==> src/rtl/picn_pkg.sv <==
`timescale 1ns/1ps
package picn_pkg;
   localparam int VEC_W = 8;

   function automatic int idx_w(input int n);
      return (n > 1) ? $clog2(n) : 1;
   endfunction
endpackage

==> src/rtl/picn_minsel.sv <==
`timescale 1ns/1ps
// Finds the most urgent valid entry: lowest priority value, ties to the lowest index.
module picn_minsel #(
   parameter int N  = 11,
   parameter int PW = 3,
   localparam int IW = picn_pkg::idx_w(N)
) (
   input  logic [N-1:0]    valid_i,
   input  logic [N*PW-1:0] prio_i,
   output logic            found_o,
   output logic [IW-1:0]   idx_o,
   output logic [PW-1:0]   best_o
);
   always_comb begin
      found_o = 1'b0;
      idx_o   = '0;
      best_o  = '1;
      for (int i = 0; i < N; i++) begin
         if (valid_i[i] && (!found_o || (prio_i[i*PW +: PW] < best_o))) begin
            found_o = 1'b1;
            idx_o   = IW'(i);
            best_o  = prio_i[i*PW +: PW];
         end
      end
   end
endmodule

==> src/rtl/picn_nmi_latch.sv <==
`timescale 1ns/1ps
// Edge capture for the nonmaskable input; a new edge wins over a clear.
module picn_nmi_latch (
   input  logic clk,
   input  logic rst_n,
   input  logic nmi_i,
   input  logic clr_i,
   output logic pend_o
);
   logic prev_q;

   always_ff @(posedge clk) begin
      if (!rst_n) begin
         prev_q <= 1'b0;
         pend_o <= 1'b0;
      end else begin
         prev_q <= nmi_i;
         if (nmi_i && !prev_q) pend_o <= 1'b1;
         else if (clr_i)       pend_o <= 1'b0;
      end
   end
endmodule

==> src/rtl/picn_top.sv <==
`timescale 1ns/1ps
module picn_top #(
   parameter int N_TMR    = 3,
   parameter int N_DMA    = 2,
   parameter int N_SER    = 1,
   parameter int N_EXT    = 5,
   parameter int N_SFNM   = 2,
   parameter int PRIO_W   = 3,
   parameter int VEC_BASE = 8,
   parameter int NMI_VEC  = 2,
   localparam int NSRC    = N_TMR + N_DMA + N_SER + N_EXT,
   localparam int EXT_LO  = N_TMR + N_DMA + N_SER,
   localparam int IW      = picn_pkg::idx_w(NSRC),
   localparam int VW      = picn_pkg::VEC_W
) (
   input  logic                   clk,
   input  logic                   rst_n,
   input  logic [NSRC-1:0]        req_i,
   input  logic                   nmi_i,
   input  logic [NSRC-1:0]        mask_i,
   input  logic [NSRC*PRIO_W-1:0] prio_i,
   input  logic [N_SFNM-1:0]      sfnm_i,
   input  logic                   slave_i,
   input  logic                   en_set_i,
   input  logic                   ack_i,
   input  logic                   eoi_i,
   output logic                   irq_o,
   output logic [VW-1:0]          vector_o,
   output logic [NSRC-1:0]        inservice_o
);
   // elaboration-time parameter checks
   if (PRIO_W < 1 || PRIO_W > 8) begin : g_bad_prio
      $error("PRIO_W must be 1..8");
   end
   if (N_SFNM < 1 || N_SFNM > N_EXT) begin : g_bad_sfnm
      $error("N_SFNM must be 1..N_EXT");
   end
   if (VEC_BASE + NSRC > (1 << VW) || NMI_VEC >= (1 << VW)) begin : g_bad_vec
      $error("vector codes exceed vector width");
   end

   logic [NSRC-1:0] pend_q, isr_q, elig, nest_ok;
   logic            en_q, nmi_pend;
   logic            m_found, cur_any;
   logic [IW-1:0]   win_idx, cur_idx;
   logic [PRIO_W-1:0] win_prio, cur_prio;
   logic            take, take_nmi, take_m;

   // per-source fully nested option: only the lowest external inputs carry it
   for (genvar g = 0; g < NSRC; g++) begin : g_nest
      if (g >= EXT_LO && g < EXT_LO + N_SFNM) begin : g_on
         assign nest_ok[g] = sfnm_i[g - EXT_LO];
      end else begin : g_off
         assign nest_ok[g] = 1'b0;
      end
   end

   // current service level: most urgent in-service source
   picn_minsel #(.N(NSRC), .PW(PRIO_W)) u_level (
      .valid_i(isr_q), .prio_i(prio_i),
      .found_o(cur_any), .idx_o(cur_idx), .best_o(cur_prio)
   );

   always_comb begin
      for (int i = 0; i < NSRC; i++) begin
         elig[i] = pend_q[i] && !mask_i[i]
                && (!isr_q[i] || nest_ok[i])
                && (!cur_any || (prio_i[i*PRIO_W +: PRIO_W] <= cur_prio));
      end
   end

   picn_minsel #(.N(NSRC), .PW(PRIO_W)) u_win (
      .valid_i(elig), .prio_i(prio_i),
      .found_o(m_found), .idx_o(win_idx), .best_o(win_prio)
   );

   picn_nmi_latch u_nmi (
      .clk(clk), .rst_n(rst_n), .nmi_i(nmi_i),
      .clr_i(take_nmi), .pend_o(nmi_pend)
   );

   assign irq_o    = nmi_pend || (en_q && !slave_i && m_found);
   assign vector_o = nmi_pend ? VW'(NMI_VEC) : (VW'(VEC_BASE) + VW'(win_idx));
   assign take     = ack_i && irq_o;
   assign take_nmi = take && nmi_pend;
   assign take_m   = take && !nmi_pend;
   assign inservice_o = isr_q;

   always_ff @(posedge clk) begin
      if (!rst_n) begin
         en_q   <= 1'b0;
         pend_q <= '0;
         isr_q  <= '0;
      end else begin
         if (take)          en_q <= 1'b0;
         else if (en_set_i) en_q <= 1'b1;
         for (int i = 0; i < NSRC; i++) begin
            if (take_m && (IW'(i) == win_idx)) pend_q[i] <= 1'b0;
            else                               pend_q[i] <= pend_q[i] | req_i[i];
            if (take_m && (IW'(i) == win_idx))                  isr_q[i] <= 1'b1;
            else if (eoi_i && cur_any && (IW'(i) == cur_idx))   isr_q[i] <= 1'b0;
         end
      end
   end

   // ---------------- assertions ----------------
   a_r4_take_closes_enable: assert property (@(posedge clk) disable iff (!rst_n)
      take |=> !en_q);

   a_r8_nmi_edge_raises: assert property (@(posedge clk) disable iff (!rst_n)
      $rose(nmi_i) |=> (irq_o && vector_o == VW'(NMI_VEC)));

   a_r2_take_marks_service: assert property (@(posedge clk) disable iff (!rst_n)
      (take_m && !eoi_i) |=> isr_q[$past(win_idx)]);

   a_r9_eoi_retires_one: assert property (@(posedge clk) disable iff (!rst_n)
      (eoi_i && (isr_q != '0) && !take) |=>
         ($countones(isr_q) == $countones($past(isr_q)) - 1));

   a_r6_no_self_reentry: assert property (@(posedge clk) disable iff (!rst_n)
      (irq_o && !nmi_pend) |-> !(isr_q[win_idx] && !nest_ok[win_idx]));

   a_r5_level_respected: assert property (@(posedge clk) disable iff (!rst_n)
      (irq_o && !nmi_pend && cur_any) |-> (win_prio <= cur_prio));

   a_r12_idle_ack_inert: assert property (@(posedge clk) disable iff (!rst_n)
      (ack_i && !irq_o && !eoi_i) |=> $stable(isr_q));
endmodule

==> config.mk <==
export PLATFORM = sky130hd
export DESIGN_NAME = picn_top
export DESIGN_NICKNAME = d
export VERILOG_FILES = /design/src/rtl/picn_pkg.sv /design/src/rtl/picn_minsel.sv /design/src/rtl/picn_nmi_latch.sv /design/src/rtl/picn_top.sv
export SDC_FILE = /design/constraint.sdc
export NUM_CORES = 1
export LEC_CHECK = 0
export BUFFER_PORTS_ARGS = -buffer_cell sky130_fd_sc_hd__buf_2
export CAP_MARGIN = 20
export CORE_UTILIZATION = 59
export DETAILED_ROUTE_END_ITERATION = 8
export PLACE_DENSITY_LB_ADDON = 0.2
export SLEW_MARGIN = 40
export SYNTH_ARGS = -nofsm -noshare
export SYNTH_HDL_FRONTEND = slang
export SYNTH_SLANG_ARGS = --single-unit
==> constraint.sdc <==
create_clock -name clk -period 33 [get_ports clk]
set_clock_uncertainty 0.15 [all_clocks]
set_input_delay 0 -clock clk [delete_from_list [all_inputs] [get_ports clk]]
set_output_delay 0 -clock clk [all_outputs]
set_load 0.05 [all_outputs]
Word-level counts from Yosys, hierarchy flattened
Index checks and enable logic that the tools add are counted.
{ "word_totals": {"in_bits": 64, "out_inout_bits": 20, "word_cells": 365, "ff_bits": 25} }
{ "op_classes": {"n_bitwise": 12, "eq_ne": 20, "reduce_logical": 188, "n_lt_le_gt_ge": 31, "n_mux": 88, "n_addsub": 1} }
{ "op_table": {"columns": ["op", "n"], "rows": [
  ["$mux 3", 29],
  ["$logic_and 1x1->1", 82],
  ["$lt 3x3->1", 20],
  ["$mux 1", 48],
  ["$logic_not 1->1", 46],
  ["$logic_or 1x1->1", 34],
  ["$le 3x3->1", 11],
  ["$eq 3x4->1 const A", 8],
  ["$eq 4x4->1 const A", 6],
  ["$mux 4", 6],
  ["$reduce_bool 2->1", 12],
  ["$reduce_or 2->1", 12],
  ["$eq 2x4->1 const A", 4],
  ["$or 1x1->1", 11],
  ["$eq 1x4->1 const A", 2],
  ["$logic_not 4->1", 2],
  ["$mux 2", 4],
  ["$add 4x4->5 const A", 1],
  ["$mux 5", 1],
  ["$not 1->1", 1]
]} }

Depth between registers and ports, before layout
{ "logic_depth": {"word_depth": 91, "ltp_mapped": 143, "mapped_depth_nobuf": 139} }

Cells and area by module
From an unflattened synthesis, not the netlist that was laid out.
{ "hier_totals": {"hier_cells": 750, "hier_area_um2": 5436.5} }
{ "by_module_without_submodules": {"columns": ["module", "cells_each", "area_each_um2", "instances"], "rows": [
  ["picn_top", 238, 1930.6, 1],
  ["picn_minsel at u_level", 255, 1724.2, 1],
  ["picn_minsel at u_win", 251, 1711.6, 1],
  ["picn_nmi_latch", 6, 70.1, 1]
]} }

Worst setup path before layout
No wires, ideal clock.
{ "synth_path": {"path_type": "register to output", "startpoint": "reg isr_q[1], in the netlist inservice_o[1]", "endpoint": "out vector_o[4]", "path_buffers": 5, "path_slack_ns": 7.356, "path_stages_with_launch": 135, "arrival_ns": 25.494, "cell_sequence": "dfxtp_1 buf_2 a21bo_1 a31oi_1 nand3_1 maj3_1 o21ai_0 nand2_1 o21ai_0 inv_1 ha_1 a21bo_2 nand2b_1 a21o_1 o21a_1 mux2i_1 ha_1 nand3_1 (+99 left out) o31ai_4 mux2i_1 ha_1 a21oi_1 o21ai_0 nor2_1 a21oi_1 mux2_2 ha_1 o21a_1 nor2_1 o21a_1 or2_2 nor2_1 o311a_1 a211o_1 buf_2 a21oi_1"} }
{ "synth_between": {"elab_chain_cells": 84, "word_cells_on_any_way": 165, "cone_classes": "add/sub (1); order compare (30); mux (51); reduce/logical (83)"} }
{ "synth_rtl": {"columns": ["element", "line_no", "text"], "rows": [
  ["from (decl)", "picn_top.sv:42", "logic [NSRC-1:0] pend_q, isr_q, elig, nest_ok;"],
  ["from (signal assigned)", "picn_top.sv:93", "isr_q <= '0;"],
  ["from (signal, indexed assignment)", "picn_top.sv:100", "if (take_m && (IW'(i) == win_idx)) isr_q[i] <= 1'b1;"],
  ["from (signal, indexed assignment)", "picn_top.sv:101", "else if (eoi_i && cur_any && (IW'(i) == cur_idx)) isr_q[i] <= 1'b0;"],
  ["$logic_and 1x1->1", "picn_minsel.sv:19", "if (valid_i[i] && (!found_o || (prio_i[i*PW +: PW] < best_o))) begin"],
  ["$mux 3 / $mux 1 (equally long branches)", "picn_minsel.sv:19", null],
  ["$lt 3x3->1 / $logic_not 1->1 (equally long branches)", "picn_minsel.sv:19", null],
  ["$logic_or 1x1->1", "picn_minsel.sv:19", null],
  ["$logic_and 1x1->1", "picn_minsel.sv:19", null],
  ["$mux 3 / $mux 1 (equally long branches)", "picn_minsel.sv:19", null],
  ["$lt 3x3->1 / $logic_not 1->1 (equally long branches)", "picn_minsel.sv:19", null],
  ["$logic_or 1x1->1", "picn_minsel.sv:19", null],
  ["(+68 left out)", null, null],
  ["$logic_and 1x1->1", "picn_minsel.sv:19", null],
  ["$mux 3 / $mux 1 (equally long branches)", "picn_minsel.sv:19", null],
  ["$lt 3x3->1 / $logic_not 1->1 (equally long branches)", "picn_minsel.sv:19", null],
  ["$logic_or 1x1->1", "picn_minsel.sv:19", null],
  ["$logic_and 1x1->1", "picn_minsel.sv:19", null],
  ["$mux 4 (*)", "picn_minsel.sv:19", null],
  ["$add 4x4->5 (*)", "picn_top.sv:83", "assign vector_o = nmi_pend ? VW'(NMI_VEC) : (VW'(VEC_BASE) + VW'(win_idx));"],
  ["$mux 5 (*)", "picn_top.sv:83", null],
  ["to (decl)", "picn_top.sv:28", "output logic [VW-1:0] vector_o,"]
]} }
Every way passes the cells marked *; elsewhere a longest branch is shown, timed or not.

Worst setup path after layout
{ "layout_path": {"startpoint": "reg isr_q[1], in the netlist inservice_o[1]", "endpoint": "out vector_o[0]"} }
The elaborated chain is that of the path after synthesis.

==> impl_metrics.env <==
export IMPL_yosysWarnings=0
export IMPL_synth_top_family_by_area="compound AO/OA/AOI/OAI gates"
export IMPL_grt_pass1_vias=5523
export IMPL_cts_root_buf="clkbuf_8"
export IMPL_rsz0062_at_grt="no"
export IMPL_grt_usage=0.387
export IMPL_ctsResizeCount=0
export IMPL_cap_viol_max_count=0
export IMPL_ys_seq_elements=25
export IMPL_yosys_area_share_simple=0.265
export IMPL_relSlewSlack=0.383
export IMPL_htreeDepth=1
export IMPL_synthFlopType="dfxtp_1"
export IMPL_wl_met1_um=7710
export IMPL_wl_met3_um=1610
export IMPL_hp_class="in2reg"
export IMPL_coreArea_mm2=0.00868
export IMPL_grt_overflow_total=0
export IMPL_synth_area_mm2=0.00525
export IMPL_min_from="rst_n"
export IMPL_clock_insertion_delay_worst_skew_ns=0.28
export IMPL_ys_types=101
export IMPL_critPathLaunchType="register"
export IMPL_antenna_found_initial=0
export IMPL_period_share=0.909
export IMPL_slowest_delay_ns=0.74
export IMPL_clk_pin_slew_ns=0.09
export IMPL_dieHeight_um=96.3
export IMPL_synthAdderAreaFrac=0.151
export IMPL_dr_pass1_iters=5
export IMPL_routed_top_layer="met4"
export IMPL_place_hpwl_um=14200
export IMPL_grt_pass1_wl_um=27600
export IMPL_power_internal_mw=0.132
export IMPL_synth_compound_area_frac=0.369
export IMPL_antenna_cells=0
export IMPL_drc=0
export IMPL_nFillCells=766
export IMPL_dr_wl_met2_um=8150
export IMPL_io_buffers=80
export IMPL_power_mw=0.308
export IMPL_via_count=6150
export IMPL_postCtsSetupBuffers=0
export IMPL_p_switching_mw=0.176
export IMPL_rows=34
export IMPL_regToRegSetupSlack_ns=3.45
export IMPL_chipWidth_um=96.3
export IMPL_synth_top_area_frac=0.133
export IMPL_synth_commonest_cells="nand2_1 (62), inv_1 (57), ha_1 (56), a21oi_1 (53), nor2_1 (51)"
export IMPL_cp_end_kind="output port"
export IMPL_clock_sinks=25
export IMPL_ys_seq_area_frac=0.0954
export IMPL_slew_viol_final=0
export IMPL_cp_max_fo=17
export IMPL_synth_xor_area_frac=0
export IMPL_pin_count=84
export IMPL_timing_worst_slew_pin_value_ns=0.926
export IMPL_synthArstFlopShare=0
export IMPL_p_clk_frac=0.060
export IMPL_drt_iter0_markers=546
export IMPL_switching_share=0.571
export IMPL_synth_edf_count=0
export IMPL_fmax_ghz=0.0333
export IMPL_die_area_mm2=0.00928
export IMPL_rr_startpoint="inservice_o[1]"
export IMPL_syn_to_final_growth_pct=12.1
export IMPL_yosysTopAreaCell="ha_1"
export IMPL_required_ns=32.85
export IMPL_grt_max_degree=30
export IMPL_ys_top_cells_by_area="ha_1 (13%), dfxtp_1 (9.5%), a21oi_1 (5.1%)"
export IMPL_cts_tree="done"
export IMPL_numCtsBuffers=3
export IMPL_power_density_mw_per_mm2=52.4
export IMPL_drt_wl_total_um=18000
export IMPL_cp_slowest_cell="a21oi_1"
export IMPL_seq_power_share=0.115
export IMPL_min_to="pend_q[5]"
export IMPL_ff2ff_path_depth=133
export IMPL_crit_top_cell="ha_1"
export IMPL_cp_data_arrival_time_ns=29.84
export IMPL_finalHoldViolCount=0
export IMPL_start_util=0.605
export IMPL_ctsLongestPathBuffers=2
export IMPL_drive_gt1_frac=0.176
export IMPL_ir_drop_uv=49.4
export IMPL_detail_route_wl_per_cell_um=20.0
export IMPL_hold_depth=3
export IMPL_p_comb_frac=0.825
export IMPL_p_leak_nw=2.74
export IMPL_gp_congestion=0.957
export IMPL_postSynthCellCount=711
export IMPL_synth_mux_area_frac=0.0544
export IMPL_syn_avg_cell_area_um2=7.38
export IMPL_fin_tns_setup_ns=0
export IMPL_postRouteAntennaNets=0
export IMPL_worstSetupPathType="reg2out"
export IMPL_yosysMostFrequentCell="nand2_1"
export IMPL_status="complete, no violations"
export IMPL_avgViaCountPerCell=6.83
export IMPL_layout_nets=913
export IMPL_final_min_clock_period_ns=29.99
export IMPL_setup_viol=0
export IMPL_worst_r2r_endpoint="pend_q[1]"
## cell usage in the layout, fill, tap and decap left out, types with 21 or more instances in the layout
cell type / n
nand2_1: 62
nor2_1: 51
nand2b_1: 21
a21oi_1: 53
dfxtp_1: 25
nand3_1: 21
o21ai_0: 45
ha_1: 56
inv_1: 57
buf_2: 80
## critical path, delay by kind of cell, from the launching register on
family / cells / cell delay, ns
DFF: 1 / 0.61
adders and majority gates: 20 / 5.12
buffers and inverters: 14 / 1.47
muxes: 10 / 2.96
and+or+nand+nor: 33 / 5.02
AOI/OAI and AO/OA: 57 / 14.40
## registers in the layout, indices dropped and copies added, names as in the netlist
signal / cells
u_nmi.prev_q: 1
pend_q: 11
en_q: 1
u_nmi.pend_o: 1
inservice_o: 11
## cell type report
type	count	area, um2	share of cell area
Multi-Input combinational cell	608	4420	0.751
Timing Repair Buffer	98	573	0.0974
Sequential cell	25	500	0.0851
Inverter	57	214	0.0364
Tap cell	108	135	0.0230
Clock buffer	4	45.0	0.00765
## power groups by stage
| stage | registers, mW | logic [mW] | clock network [mW] |
|---|---|---|---|
| floorplan | 0.0369 | 0.181 | 0 |
| global route | 0.0357 | 0.276 | 0.0195 |
| CTS | 0.0354 | 0.247 | 0.0183 |
| finish | 0.0355 | 0.254 | 0.0185 |
| global placement | 0.0360 | 0.236 | 0 |
| detailed placement | 0.0361 | 0.245 | 0 |
## metrics by stage
| step | area (um2) | utilization | hold WS (ns) | setup WS [ns] | std cells |
|---|---|---|---|---|---|
| after global routing | 5880 | 0.678 | 0.0754 | 0.890 | 900 |
| after detailed placement | 5690 | 0.656 | 0.0612 | 4.22 | 881 |
| after CTS | 5880 | 0.678 | 0.0421 | 3.72 | 900 |
| final | 5880 | 0.678 | 0.0501 | 3.01 | 900 |
| after global placement | 5690 | 0.656 | 0.0563 | 4.91 | 881 |
| after floorplan | 5260 | - | -0.0600 | 7.36 | 713 |
## metal layers
layer,vias to the layer above,GRT usage
met1,2880,0.502
met2,322,0.641
li1,2894,-
met4,0,0.123
met5,-,0
met3,54,0.0742
## cells by family (layout without fill, tap and decap cells)
logic type	Yosys count	count (layout)
adder cells (fa/ha/maj)	65	65
multiplexers	26	26
flip-flops	25	25
AO/OA/AOI/OAI	256	256
buffers and inverters	80	159
other	1	3
AND/OR/NAND/NOR	258	258
## how the worst max path moves through the flow
stage | to | from | depth (start not counted) | slack (ns)
2_1_floorplan | vector_o[4] | inservice_o[1] | 134 | 7.36
3_3_place_gp | vector_o[1] | inservice_o[1] | 132 | 4.91
3_5_place_dp | vector_o[0] | inservice_o[1] | 134 | 4.22
4_1_cts | vector_o[0] | inservice_o[1] | 134 | 3.72
5_1_grt | vector_o[0] | inservice_o[1] | 133 | 0.89
6_report | vector_o[0] | inservice_o[1] | 134 | 3.01
## timing repair
action                     in CTS  in global routing
hold endpoints to repair       16                  0
setup endpoints to repair       0                  0
hold buffers                   15                  0
Note: power is estimated with default switching activity, not from simulation.
